<file path="config.mk">
export PLATFORM = sky130hd
export DESIGN_NAME = mmw_window
export DESIGN_NICKNAME = d
export VERILOG_FILES = /design/src/rtl/mmw_pkg.sv /design/src/rtl/mmw_shadow.sv /design/src/rtl/mmw_buffer.sv /design/src/rtl/mmw_ctrl.sv /design/src/rtl/mmw_window.sv
export SDC_FILE = /design/constraint.sdc
export NUM_CORES = 2
export LEC_CHECK = 0
export ABC_AREA = 1
export BUFFER_PORTS_ARGS = -buffer_cell sky130_fd_sc_hd__buf_2
export CORE_AREA = 4 4 266 464
export DETAILED_ROUTE_END_ITERATION = 7
export DIE_AREA = 0 0 270 468
export GPL_TIMING_DRIVEN = 0
export SLEW_MARGIN = 25
export SYNTH_ARGS = -nofsm -noshare
export SYNTH_HDL_FRONTEND = slang
export SYNTH_SLANG_ARGS = --single-unit
</file>
<file path="constraint.sdc">
create_clock -name clk -period 6.8 [get_ports clk]
set_input_delay 0.34 -clock clk [delete_from_list [all_inputs] [get_ports clk]]
set_output_delay 0.34 -clock clk [all_outputs]
set_load 0.005 [all_outputs]
</file>
<file path="src/rtl/mmw_pkg.sv">
package mmw_pkg;
  localparam int CMD_W   = 16;
  localparam int OPT_W   = 32;
  localparam int DUMMY_W = 5;
  localparam int PHASE_W = 16;
  localparam int MASK_W  = 4;

  typedef enum logic [1:0] {
    ST_IDLE  = 2'd0,
    ST_ISSUE = 2'd1,
    ST_FILL  = 2'd2,
    ST_RESP  = 2'd3
  } mmw_state_e;

  typedef struct packed {
    logic [CMD_W-1:0]   cmd;
    logic [OPT_W-1:0]   opt;
    logic [DUMMY_W-1:0] dummy;
    logic [PHASE_W-1:0] phases;
  } mmw_xfer_t;
endpackage

</file>
<file path="src/rtl/mmw_shadow.sv">
module mmw_shadow
  import mmw_pkg::*;
#(
  parameter int EXT_W  = 4,
  parameter int BLEN_W = 5
) (
  input  logic              clk,
  input  logic              rst_n,
  input  logic              load,
  input  logic              in_burst_en,
  input  logic [BLEN_W-1:0] in_burst_len,
  input  logic [EXT_W-1:0]  in_ext,
  input  mmw_xfer_t         in_xfer,
  output logic              burst_en,
  output logic [BLEN_W-1:0] burst_len,
  output logic [EXT_W-1:0]  ext,
  output mmw_xfer_t         xfer
);
  always_ff @(posedge clk or negedge rst_n) begin
    if (!rst_n) begin
      burst_en  <= 1'b0;
      burst_len <= '0;
      ext       <= '0;
      xfer      <= '0;
    end else if (load) begin
      burst_en  <= in_burst_en;
      burst_len <= in_burst_len;
      ext       <= in_ext;
      xfer      <= in_xfer;
    end
  end
endmodule

</file>
<file path="src/rtl/mmw_buffer.sv">
module mmw_buffer #(
  parameter int DATA_W  = 32,
  parameter int WADDR_W = 24,
  parameter int BLEN_W  = 5
) (
  input  logic               clk,
  input  logic               rst_n,
  input  logic               inval,
  input  logic               wr_en,
  input  logic [BLEN_W-1:0]  wr_idx,
  input  logic [DATA_W-1:0]  wr_data,
  input  logic               fill_done,
  input  logic               fill_keep,
  input  logic [WADDR_W-1:0] fill_base,
  input  logic [BLEN_W:0]    fill_len,
  input  logic [WADDR_W-1:0] look_word,
  output logic               hit,
  output logic [DATA_W-1:0]  rd_data
);
  localparam int DEPTH = 1 << BLEN_W;

  logic [DATA_W-1:0]  mem [DEPTH];
  logic               valid_q, valid_d;
  logic [WADDR_W-1:0] base_q;
  logic [BLEN_W:0]    len_q;
  logic [WADDR_W:0]   end_excl;
  logic [BLEN_W-1:0]  rd_idx;

  always_comb begin
    valid_d = valid_q;
    if (fill_done) valid_d = fill_keep;
    if (inval)     valid_d = 1'b0;
  end

  always_ff @(posedge clk or negedge rst_n) begin
    if (!rst_n) valid_q <= 1'b0;
    else        valid_q <= valid_d;
  end

  always_ff @(posedge clk) begin
    if (fill_done) begin
      base_q <= fill_base;
      len_q  <= fill_len;
    end
  end

  for (genvar g = 0; g < DEPTH; g++) begin : g_word
    always_ff @(posedge clk) begin
      if (wr_en && (wr_idx == BLEN_W'(g))) mem[g] <= wr_data;
    end
  end

  assign end_excl = {1'b0, base_q} + (WADDR_W+1)'(len_q);
  assign hit      = valid_q && (look_word >= base_q) && ({1'b0, look_word} < end_excl);
  assign rd_idx   = look_word[BLEN_W-1:0] - base_q[BLEN_W-1:0];
  assign rd_data  = mem[rd_idx];
endmodule

</file>
<file path="src/rtl/mmw_ctrl.sv">
module mmw_ctrl
  import mmw_pkg::*;
#(
  parameter int DATA_W  = 32,
  parameter int OFFS_W  = 26,
  parameter int BLEN_W  = 5
) (
  input  logic               clk,
  input  logic               rst_n,
  input  logic               bus_req_valid,
  output logic               bus_req_ready,
  input  logic               bus_req_write,
  input  logic [OFFS_W-1:0]  bus_req_addr,
  output logic               bus_rsp_valid,
  output logic [DATA_W-1:0]  bus_rsp_data,
  output logic               bus_rsp_err,
  input  logic               manual,
  input  logic               flush,
  input  logic               commit,
  input  logic               burst_en,
  input  logic [BLEN_W-1:0]  burst_len,
  output logic               apply_commit,
  output logic               apply_inval,
  output logic               fl_req_valid,
  input  logic               fl_req_ready,
  output logic [OFFS_W-3:0]  req_word,
  output logic [BLEN_W:0]    req_len,
  input  logic               fl_rd_valid,
  input  logic [DATA_W-1:0]  fl_rd_data,
  output logic [OFFS_W-3:0]  look_word,
  input  logic               buf_hit,
  input  logic [DATA_W-1:0]  buf_data,
  output logic               buf_wr_en,
  output logic [BLEN_W-1:0]  buf_wr_idx,
  output logic               fill_done
);
  localparam int WADDR_W = OFFS_W - 2;

  mmw_state_e         state_q, state_d;
  logic [WADDR_W-1:0] word_q, word_d;
  logic [BLEN_W:0]    cnt_q, cnt_d;
  logic [DATA_W-1:0]  data_q, data_d;
  logic               err_q, err_d;
  logic               flush_pend_q, flush_pend_d;
  logic               commit_pend_q, commit_pend_d;
  logic               accept, pend, refuse, data_en;

  assign pend          = flush_pend_q || commit_pend_q;
  assign bus_req_ready = (state_q == ST_IDLE) && !pend;
  assign accept        = bus_req_valid && bus_req_ready;
  assign refuse        = bus_req_write || manual || (bus_req_addr[1:0] != 2'b00);
  assign look_word     = bus_req_addr[OFFS_W-1:2];
  assign apply_commit  = (state_q == ST_IDLE) && commit_pend_q;
  assign apply_inval   = (state_q == ST_IDLE) && pend;
  assign req_len       = burst_en ? ({1'b0, burst_len} + 1'b1) : (BLEN_W+1)'(1);
  assign req_word      = word_q;
  assign fl_req_valid  = (state_q == ST_ISSUE);
  assign buf_wr_idx    = cnt_q[BLEN_W-1:0];
  assign bus_rsp_valid = (state_q == ST_RESP);
  assign bus_rsp_data  = data_q;
  assign bus_rsp_err   = err_q;

  always_comb begin
    state_d       = state_q;
    word_d        = word_q;
    cnt_d         = cnt_q;
    data_d        = data_q;
    err_d         = err_q;
    data_en       = 1'b0;
    buf_wr_en     = 1'b0;
    fill_done     = 1'b0;
    flush_pend_d  = flush | (flush_pend_q & ~apply_inval);
    commit_pend_d = commit | (commit_pend_q & ~apply_inval);
    unique case (state_q)
      ST_IDLE: begin
        if (accept) begin
          data_en = 1'b1;
          if (refuse) begin
            state_d = ST_RESP;
            err_d   = 1'b1;
            data_d  = '0;
          end else if (buf_hit) begin
            state_d = ST_RESP;
            err_d   = 1'b0;
            data_d  = buf_data;
          end else begin
            state_d = ST_ISSUE;
            err_d   = 1'b0;
            word_d  = look_word;
          end
        end
      end
      ST_ISSUE: begin
        if (fl_req_ready) begin
          state_d = ST_FILL;
          cnt_d   = '0;
        end
      end
      ST_FILL: begin
        if (fl_rd_valid) begin
          buf_wr_en = 1'b1;
          cnt_d     = cnt_q + 1'b1;
          if (cnt_q == '0) begin
            data_en = 1'b1;
            data_d  = fl_rd_data;
          end
          if (cnt_q == req_len - 1'b1) begin
            fill_done = 1'b1;
            state_d   = ST_RESP;
          end
        end
      end
      ST_RESP: state_d = ST_IDLE;
      default: state_d = ST_IDLE;
    endcase
  end

  always_ff @(posedge clk or negedge rst_n) begin
    if (!rst_n) begin
      state_q       <= ST_IDLE;
      word_q        <= '0;
      cnt_q         <= '0;
      data_q        <= '0;
      err_q         <= 1'b0;
      flush_pend_q  <= 1'b0;
      commit_pend_q <= 1'b0;
    end else begin
      state_q       <= state_d;
      word_q        <= word_d;
      cnt_q         <= cnt_d;
      err_q         <= err_d;
      flush_pend_q  <= flush_pend_d;
      commit_pend_q <= commit_pend_d;
      if (data_en) data_q <= data_d;
    end
  end
endmodule

</file>
<file path="src/rtl/mmw_window.sv">
module mmw_window
  import mmw_pkg::*;
#(
  parameter int DATA_W = 32,
  parameter int OFFS_W = 26,
  parameter int EXT_W  = 4,
  parameter int BLEN_W = 5
) (
  input  logic                     clk,
  input  logic                     rst_n,
  input  logic                     bus_req_valid,
  output logic                     bus_req_ready,
  input  logic                     bus_req_write,
  input  logic [OFFS_W-1:0]        bus_req_addr,
  output logic                     bus_rsp_valid,
  output logic [DATA_W-1:0]        bus_rsp_data,
  output logic                     bus_rsp_err,
  input  logic                     cfg_manual,
  input  logic                     cfg_burst_en,
  input  logic [BLEN_W-1:0]        cfg_burst_len,
  input  logic [EXT_W-1:0]         cfg_ext_addr,
  input  logic [CMD_W-1:0]         cfg_cmd,
  input  logic [OPT_W-1:0]         cfg_opt,
  input  logic [DUMMY_W-1:0]       cfg_dummy,
  input  logic [PHASE_W-1:0]       cfg_phases,
  input  logic                     cfg_flush,
  input  logic                     cfg_commit,
  output logic                     fl_req_valid,
  input  logic                     fl_req_ready,
  output logic [OFFS_W+EXT_W-1:0]  fl_addr,
  output logic [BLEN_W:0]          fl_len,
  output logic [CMD_W-1:0]         fl_cmd,
  output logic [OPT_W-1:0]         fl_opt,
  output logic [DUMMY_W-1:0]       fl_dummy,
  output logic [PHASE_W-1:0]       fl_phases,
  input  logic                     fl_rd_valid,
  input  logic [DATA_W-1:0]        fl_rd_data
);
  localparam int WADDR_W = OFFS_W - 2;

  mmw_xfer_t          in_xfer, sh_xfer;
  logic               sh_burst_en;
  logic [BLEN_W-1:0]  sh_burst_len;
  logic [EXT_W-1:0]   sh_ext;
  logic               apply_commit, apply_inval;
  logic [WADDR_W-1:0] req_word, look_word;
  logic [BLEN_W:0]    req_len;
  logic               buf_hit, buf_wr_en, fill_done;
  logic [DATA_W-1:0]  buf_data;
  logic [BLEN_W-1:0]  buf_wr_idx;

  assign in_xfer = '{cmd: cfg_cmd, opt: cfg_opt, dummy: cfg_dummy, phases: cfg_phases};

  mmw_shadow #(.EXT_W(EXT_W), .BLEN_W(BLEN_W)) u_shadow (
    .clk, .rst_n,
    .load         (apply_commit),
    .in_burst_en  (cfg_burst_en),
    .in_burst_len (cfg_burst_len),
    .in_ext       (cfg_ext_addr),
    .in_xfer      (in_xfer),
    .burst_en     (sh_burst_en),
    .burst_len    (sh_burst_len),
    .ext          (sh_ext),
    .xfer         (sh_xfer)
  );

  mmw_ctrl #(.DATA_W(DATA_W), .OFFS_W(OFFS_W), .BLEN_W(BLEN_W)) u_ctrl (
    .clk, .rst_n,
    .bus_req_valid, .bus_req_ready, .bus_req_write, .bus_req_addr,
    .bus_rsp_valid, .bus_rsp_data, .bus_rsp_err,
    .manual       (cfg_manual),
    .flush        (cfg_flush),
    .commit       (cfg_commit),
    .burst_en     (sh_burst_en),
    .burst_len    (sh_burst_len),
    .apply_commit, .apply_inval,
    .fl_req_valid, .fl_req_ready,
    .req_word, .req_len,
    .fl_rd_valid, .fl_rd_data,
    .look_word, .buf_hit, .buf_data,
    .buf_wr_en, .buf_wr_idx, .fill_done
  );

  mmw_buffer #(.DATA_W(DATA_W), .WADDR_W(WADDR_W), .BLEN_W(BLEN_W)) u_buf (
    .clk, .rst_n,
    .inval     (apply_inval),
    .wr_en     (buf_wr_en),
    .wr_idx    (buf_wr_idx),
    .wr_data   (fl_rd_data),
    .fill_done (fill_done),
    .fill_keep (sh_burst_en),
    .fill_base (req_word),
    .fill_len  (req_len),
    .look_word (look_word),
    .hit       (buf_hit),
    .rd_data   (buf_data)
  );

  assign fl_addr   = {sh_ext, req_word, 2'b00};
  assign fl_len    = req_len;
  assign fl_cmd    = sh_xfer.cmd;
  assign fl_opt    = sh_xfer.opt;
  assign fl_dummy  = sh_xfer.dummy;
  assign fl_phases = {sh_xfer.phases[PHASE_W-1:MASK_W], {MASK_W{1'b0}}};
endmodule

</file>
**Yosys cells after proc, flatten, opt, wreduce, memory -nomap -nowiden**

Memory sizes are Yosys's and may differ from the RTL's.
Cells that the tools add are included.

- Memories kept: 1
- Bits in writable memories: 1,024
- Bits in registers: 177
- Output and inout port bits: 141
- Input bits: 146

- Eq/ne operators: 41
- $add $sub $neg: 5
- Bitwise gates (word level): 7
- $lt $le $gt $ge: 2
- Reduce and logical (&&, ||, !) cells: 85
- Multiplexer cells: 186

Memory list:

| name | words | bits a word | read ports | clocked after memory_dff | wr ports | RTL line | source |
|---|---|---|---|---|---|---|---|
| u_buf.mem | 32 | 32 | 1 | 0 | 1 | mmw_buffer.sv:22 | `logic [DATA_W-1:0] mem [DEPTH];` |

Operators by type and width:

| kind | number |
|---|---|
| 32-bit two-way mux | 36 |
| 32-bit OR reduction | 31 |
| 5-bit two-way mux | 31 |
| 1-bit two-way mux | 106 |
| 5-bit == test (second input constant) | 16 |
| 32-bit one-hot mux with 2 select lines | 1 |
| 5-bit by 4-bit == test with 1-bit output (second input constant) | 8 |
| 1-bit logical AND | 38 |
| 24-bit by 6-bit adder with 25-bit output | 1 |
| 24-bit by 25-bit less-than comparator with 1-bit output | 1 |
| 24-bit greater-or-equal comparator | 1 |
| 5-bit by 3-bit == test with 1-bit output (second input constant) | 4 |
| 6-bit two-way mux | 3 |
| 2-bit two-way mux | 6 |
| 6-bit one-hot mux with 2 select lines | 1 |
| 5-bit by 2-bit == test with 1-bit output (second input constant) | 2 |
| 2-bit by 1-bit != test with 1-bit output (second input constant) | 4 |
| 2-bit one-hot mux with 4 select lines | 1 |
| 4-bit AND reduction | 2 |
| 2-bit nonzero test | 4 |
| 5-bit by 1-bit adder with 6-bit output (second input constant) | 1 |
| 6-bit by 1-bit adder with 6-bit output (second input constant) | 1 |
| 6-bit == test | 1 |
| 6-bit logical NOT | 1 |
| other kinds (18) | 25 |

**Logic depth before layout (Yosys ltp)**

- Depth after elaboration: 37
- Gate-level depth with buffers: 24
- Gate-level depth less buffers: 23

**Hierarchy**

Synthesis repeated with hierarchy kept, for this count alone.

- Cells, all modules: 4,326
- Area total of the unflattened synthesis: 50,617.3 µm²

Modules (own cells, without submodules):

| module | cells each | area an instance (µm²) | instances |
|---|---|---|---|
| mmw_buffer | 3,533 | 43,690.7 | 1 |
| mmw_ctrl | 452 | 3,896.2 | 1 |
| mmw_shadow | 334 | 2,981.6 | 1 |
| mmw_window | 7 | 48.8 | 1 |

**Worst setup path after synthesis**

No wires, ideal clock.

- Path kind: reg2reg
- From: reg u_buf.base_q[2]
- To: reg u_ctrl.word_q[10] (netlist: u_ctrl.req_word[10])
- Path slack: 3.607 ns
- Buffers on the path: 1
- Period minus slack after synthesis: 3.193 ns
- Data arrival time: 3.076 ns
- Data required time: 6.683 ns
- Stages on the path, launching flop included: 23
- Cells stage by stage: edfxtp_1 ha_1 nand3_1 or2_0 nand3_1 nand2_1 nand2_1 nand2_1 nor2_1 nand2_1 nor2_1 nand2_1 xor2_1 ha_1 nand2_1 nand3b_2 nor2_1 nor2_4 nand3_4 nand2_2 buf_4 nand2_1 nand2_1

- Longest elaborated chain between the ends: 5
- Elaborated cells between the ends (all ways): 7

Ends and longest elaborated chain:

| what | RTL line | source |
|---|---|---|
| from (decl) | mmw_buffer.sv:24 | `logic [WADDR_W-1:0] base_q;` |
| from (signal assigned) | mmw_buffer.sv:42 | `base_q <= fill_base;` |
| 24-bit by 6-bit adder with 25-bit output / 24-bit greater-or-equal comparator (equally long branches) | mmw_buffer.sv:53, mmw_buffer.sv:54 |  |
| 24-bit by 25-bit less-than comparator with 1-bit output / 1-bit logical AND (equally long branches) | mmw_buffer.sv:54 | `assign hit = valid_q && (look_word >= base_q) && ({1'b0, look_word} < end_excl);` |
| 1-bit logical AND * | mmw_buffer.sv:54 |  |
| 1-bit inverter (no line) * | - |  |
| 4-bit AND reduction (no line) * | - |  |
| to (signal assigned) | mmw_ctrl.sv:129 | `word_q <= word_d;` |
| to (decl) | mmw_ctrl.sv:40 | `logic [WADDR_W-1:0] word_q, word_d;` |

Mark *: on every way between the ends. The rest lies on a longest branch, timed or not.
A chain may end at the register's enable or synchronous reset.

**Worst setup path in the final report**

- From: in bus_req_addr[2]
- To: reg u_ctrl.data_q[21] (netlist: u_ctrl.bus_rsp_data[21])

- Longest elaborated chain between the ends: 6
- Elaborated cells between the ends (all ways): 12

Ends and longest elaborated chain:

| what | RTL line | source |
|---|---|---|
| from (decl) | mmw_window.sv:14 | `input logic [OFFS_W-1:0] bus_req_addr,` |
| 5-bit subtractor | mmw_buffer.sv:55 | `assign rd_idx = look_word[BLEN_W-1:0] - base_q[BLEN_W-1:0];` |
| memory 32 x 32 bit | - |  |
| 32-bit two-way mux | mmw_ctrl.sv:82 | `end else if (buf_hit) begin` |
| 32-bit two-way mux | mmw_ctrl.sv:78 | `if (refuse) begin` |
| 32-bit two-way mux | mmw_ctrl.sv:76 | `if (accept) begin` |
| 32-bit one-hot mux with 2 select lines | mmw_ctrl.sv:74 | `unique case (state_q)` |
| to (signal assigned) | mmw_ctrl.sv:134 | `if (data_en) data_q <= data_d;` |
| to (decl) | mmw_ctrl.sv:42 | `logic [DATA_W-1:0] data_q, data_d;` |

Parallel ways exist; a longest one is shown, timed or not. The select of a mux whose other input is x is not followed.

==> flow_metrics.tcl <==
set metrics [dict create \
    max_freq_mhz 230 \
    num_vias 35400 \
    intPower_w 0.0133 \
    dr.first_iter.drc_count 3011 \
    drt_wl_total_um 158000 \
    grt_pass1_vias 35200 \
    row_count 168 \
    grt_max_degree 79 \
    drt_pre_antenna_iters 6 \
    synth_seq_cells 1197 \
    critPathMaxStageDelay_ns 0.67 \
    p_seq_share_pct 45.7 \
    synth.distinct_cells 44 \
    status "complete, no violations" \
    ys_seq_area_share_pct 70.5 \
    p_per_area_mw_per_mm2 322 \
    use_met3_pct 3.25 \
    ys_top_cells_by_count "nand2_1, edfxtp_1, nand3_1" \
    yosysWarnings 0 \
    end_kind "flop" \
    root_buffer "clkbuf_16" \
    crit_type "input pin to flop" \
    cts_tree "built" \
    htreeDepth 3 \
    drv_cap 0 \
    synth_area_leaders "edfxtp_1, nand2_1, nand3_1, dfrtp_1, ha_1" \
    met2_usage_pct 45.5 \
    comb_power_share_pct 21.0 \
    slew_headroom_pct 34.3 \
    clkTransAtPathRegs_ns 0.07 \
    gr-total-overflow 0 \
    cts.repair.resized 0 \
    core-area_mm2 0.120 \
    cp_slowest_cell "buf_1" \
    netlist.area_leader.share_pct 63.3 \
    slew_violations 0 \
    hold_viol_final 0 \
    min_path_type "input pin to flop" \
    async_flop_share_pct 11.9 \
    cts.sinks 1197 \
    die_h_um 468 \
    yosysMostFrequentCell "nand2_1" \
    clockPowerShare_pct 33.3 \
    worst_ep_arrival_time_ns 5.00 \
    post-cts-setup-buffers 0 \
    ctsHoldBuffers 104 \
    tightest_slew_ns 0.986 \
    port_buffers 276 \
    antenna_found_initial 4 \
    busiest_layer "met2" \
    peakVddDrop_mv 0.305 \
    totalNegativeSetupSlack_ns 0 \
    finClkSkew_ns 0.0514 \
    vias_per_cell 5.45 \
    worst-path-max-fanout 10 \
    dp_hpwl_um 111000 \
    synth_area_per_cell_um2 11.5 \
    syn2layout_area_growth_pct 18.3 \
    switchingPower_w 0.00578 \
    syn_inst 4346 \
    yosysTopAreaCell "edfxtp_1" \
    synth_edf_count 1054 \
    start_util_pct 41.8 \
    clk_path_buf_depth 3 \
    gp_congestion 0.964 \
    drc_errors 0 \
    drive_gt1_share_pct 14.0 \
    p_sw_share_pct 30.4 \
    finalCriticalPeriod_ns 4.34 \
    start_kind "input pin" \
    numCtsBuffers 106 \
    leakagePower_nw 22.6 \
    track_usage_pct 24.3 \
    synth_area_mm2 0.0500 \
    finalSetupViolCount 0 \
    nNetsFinal 5090 \
    top_level_ports 287 \
    die_width_um 270 \
    fin_crit_sh_pct 63.9 \
    worstPathCellList "dlygate4sd3_1 -> buf_2 -> inv_1 -> ha_1 -> inv_1 -> fa_1 -> xor2_1 -> buf_2 -> buf_1 -> nand3_1 -> nand3_1 -> nand2_1 -> nand2_1 -> nand3_1 -> nand2_1 -> nand3_1 -> nand2_1" \
    grt_use_met1_pct 25.5 \
    critical_path_required_ns 7.46 \
    dieArea_mm2 0.126 \
    grt_first_pass_wirelength_um 226000 \
    wl_per_cell_um 24.3 \
    drtAntennaViolNets 0 \
    clkLatencyLatePin_ns 0.76 \
    ys.flop_type "edfxtp_1" \
    total_power_w 0.0190 \
    rsz0062_at_grt "false" \
]
[final timing paths]
path	startpoint	to	slack (ns)	cells after the start
worst min-delay path	fl_rd_data[30]	u_buf.mem[19][30]$_DFFE_PP_	0.17	1
max in group asynchronous	rst_n	u_ctrl.bus_rsp_data[21]$_DFFE_PN0P_	5.76	3
worst min register to register	u_ctrl.bus_rsp_data[26]$_DFFE_PN0P_	u_ctrl.bus_rsp_data[26]$_DFFE_PN0P_	0.47	2
worst max-delay path	bus_req_addr[2]	u_ctrl.bus_rsp_data[21]$_DFFE_PN0P_	2.46	17
worst max register to register	u_buf.base_q[0]$_DFFE_PP_	u_ctrl.bus_rsp_data[21]$_DFFE_PN0P_	2.47	14
min in group asynchronous	rst_n	u_shadow.xfer[61]$_DFFE_PN0P_	0.18	2
[final cells by class]
type / instances / area [µm²]
fillers: 10400 / 60500
flip-flops and latches: 1197 / 35200
multi-input cells: 2821 / 13600
repair buffers: 418 / 3290
clock buffers: 124 / 2810
well taps: 1530 / 1910
plain buffers: 257 / 1110
clock inverters: 77 / 827
inverters: 76 / 285
diodes: 2 / 5.00
[cells by family (layout without fill, tap and decap cells)]
group,after synthesis,count (layout),synth area share [%]
xor gates and xnor gates,25,25,0.483
muxes,72,72,1.62
DFF,1197,1197,70.5
and+or+nand+nor,2594,2594,22.3
other,1,8,0.00750
buffers and inverters,333,952,2.80
adders and majority gates,67,67,1.71
AOI/OAI and AO/OA,57,57,0.623
[flip-flops by register name, indices dropped and copies added (netlist names), 2 cells and up]
register and flops:
u_shadow.ext 4, u_ctrl.state_q 2, u_buf.len_q 6, u_ctrl.cnt_q 6, u_buf.mem 1024, u_ctrl.req_word 24, u_buf.base_q 24, u_shadow.burst_len 5
u_shadow.xfer 65, u_ctrl.bus_rsp_data 32
[per-layer routing]
metal	vias up	wire, µm	part of all wire (%)
met5	-	0	0
met4	0	11300	7.2
met3	416	8990	5.7
met2	1449	84400	53
met1	17300	53300	34
li1	16300	-	-
[layout by cell type, fill, tap and decap left out, types with 4 or more instances in the layout]
| cell | netlist | routed |
|---|---|---|
| nand2_1 | 1449 | 1449 |
| edfxtp_1 | 1054 | 1054 |
| nand3_1 | 1020 | 1020 |
| buf_2 | 67 | 342 |
| dfrtp_1 | 143 | 143 |
| clkbuf_1 | 130 | 140 |
| clkbuf_16 | 0 | 109 |
| dlygate4sd3_1 | 0 | 104 |
| mux2_2 | 72 | 72 |
| inv_1 | 72 | 71 |
| ha_1 | 65 | 65 |
| nor2_1 | 83 | 51 |
| buf_1 | 46 | 46 |
| nor2_4 | 1 | 33 |
| clkinv_2 | 0 | 31 |
| a21oi_1 | 30 | 30 |
| buf_12 | 0 | 24 |
| xor2_1 | 18 | 18 |
| clkinv_1 | 0 | 16 |
| o21ai_0 | 14 | 14 |
| buf_16 | 0 | 13 |
| bufinv_16 | 0 | 12 |
| buf_4 | 11 | 11 |
| nand4_1 | 10 | 10 |
| nor3_1 | 10 | 10 |
| conb_1 | 1 | 6 |
| inv_2 | 4 | 5 |
| a21o_1 | 4 | 4 |
| xnor2_1 | 4 | 4 |
| inv_16 | 0 | 4 |
[metrics by stage]
step | util (%) | cell area [µm²] | std cells | setup WS, ns | hold slack [ns]
after global placement | 44.6 | 53300 | 6157 | 2.02 | 0.455
after CTS | 49.4 | 59100 | 6500 | 2.52 | 0.113
after detailed placement | 45.5 | 54400 | 6195 | 2.55 | 0.391
after floorplan | - | 50000 | 4351 | 3.61 | 0.0444
after global routing | 49.4 | 59100 | 6501 | 2.24 | 0.164
final | 49.4 | 59100 | 6502 | 2.46 | 0.166
[critical path, delay by kind of cell]
kind	cells	cell delay [ns]
fa+ha+maj	2	0.55
xor+xnor	1	0.49
simple gates	8	1.60
buf+inv	6	2.00
[power by group through the flow]
stage | Combinational, W | Clock [W] | Sequential, W
after floorplan | 0.00210 | 0 | 0.00886
after global placement | 0.00380 | 0 | 0.00883
after detailed placement | 0.00392 | 0 | 0.00884
after CTS | 0.00398 | 0.00640 | 0.00869
after global routing | 0.00432 | 0.00666 | 0.00874
final | 0.00401 | 0.00634 | 0.00869
(Power assumes the default switching activity.)
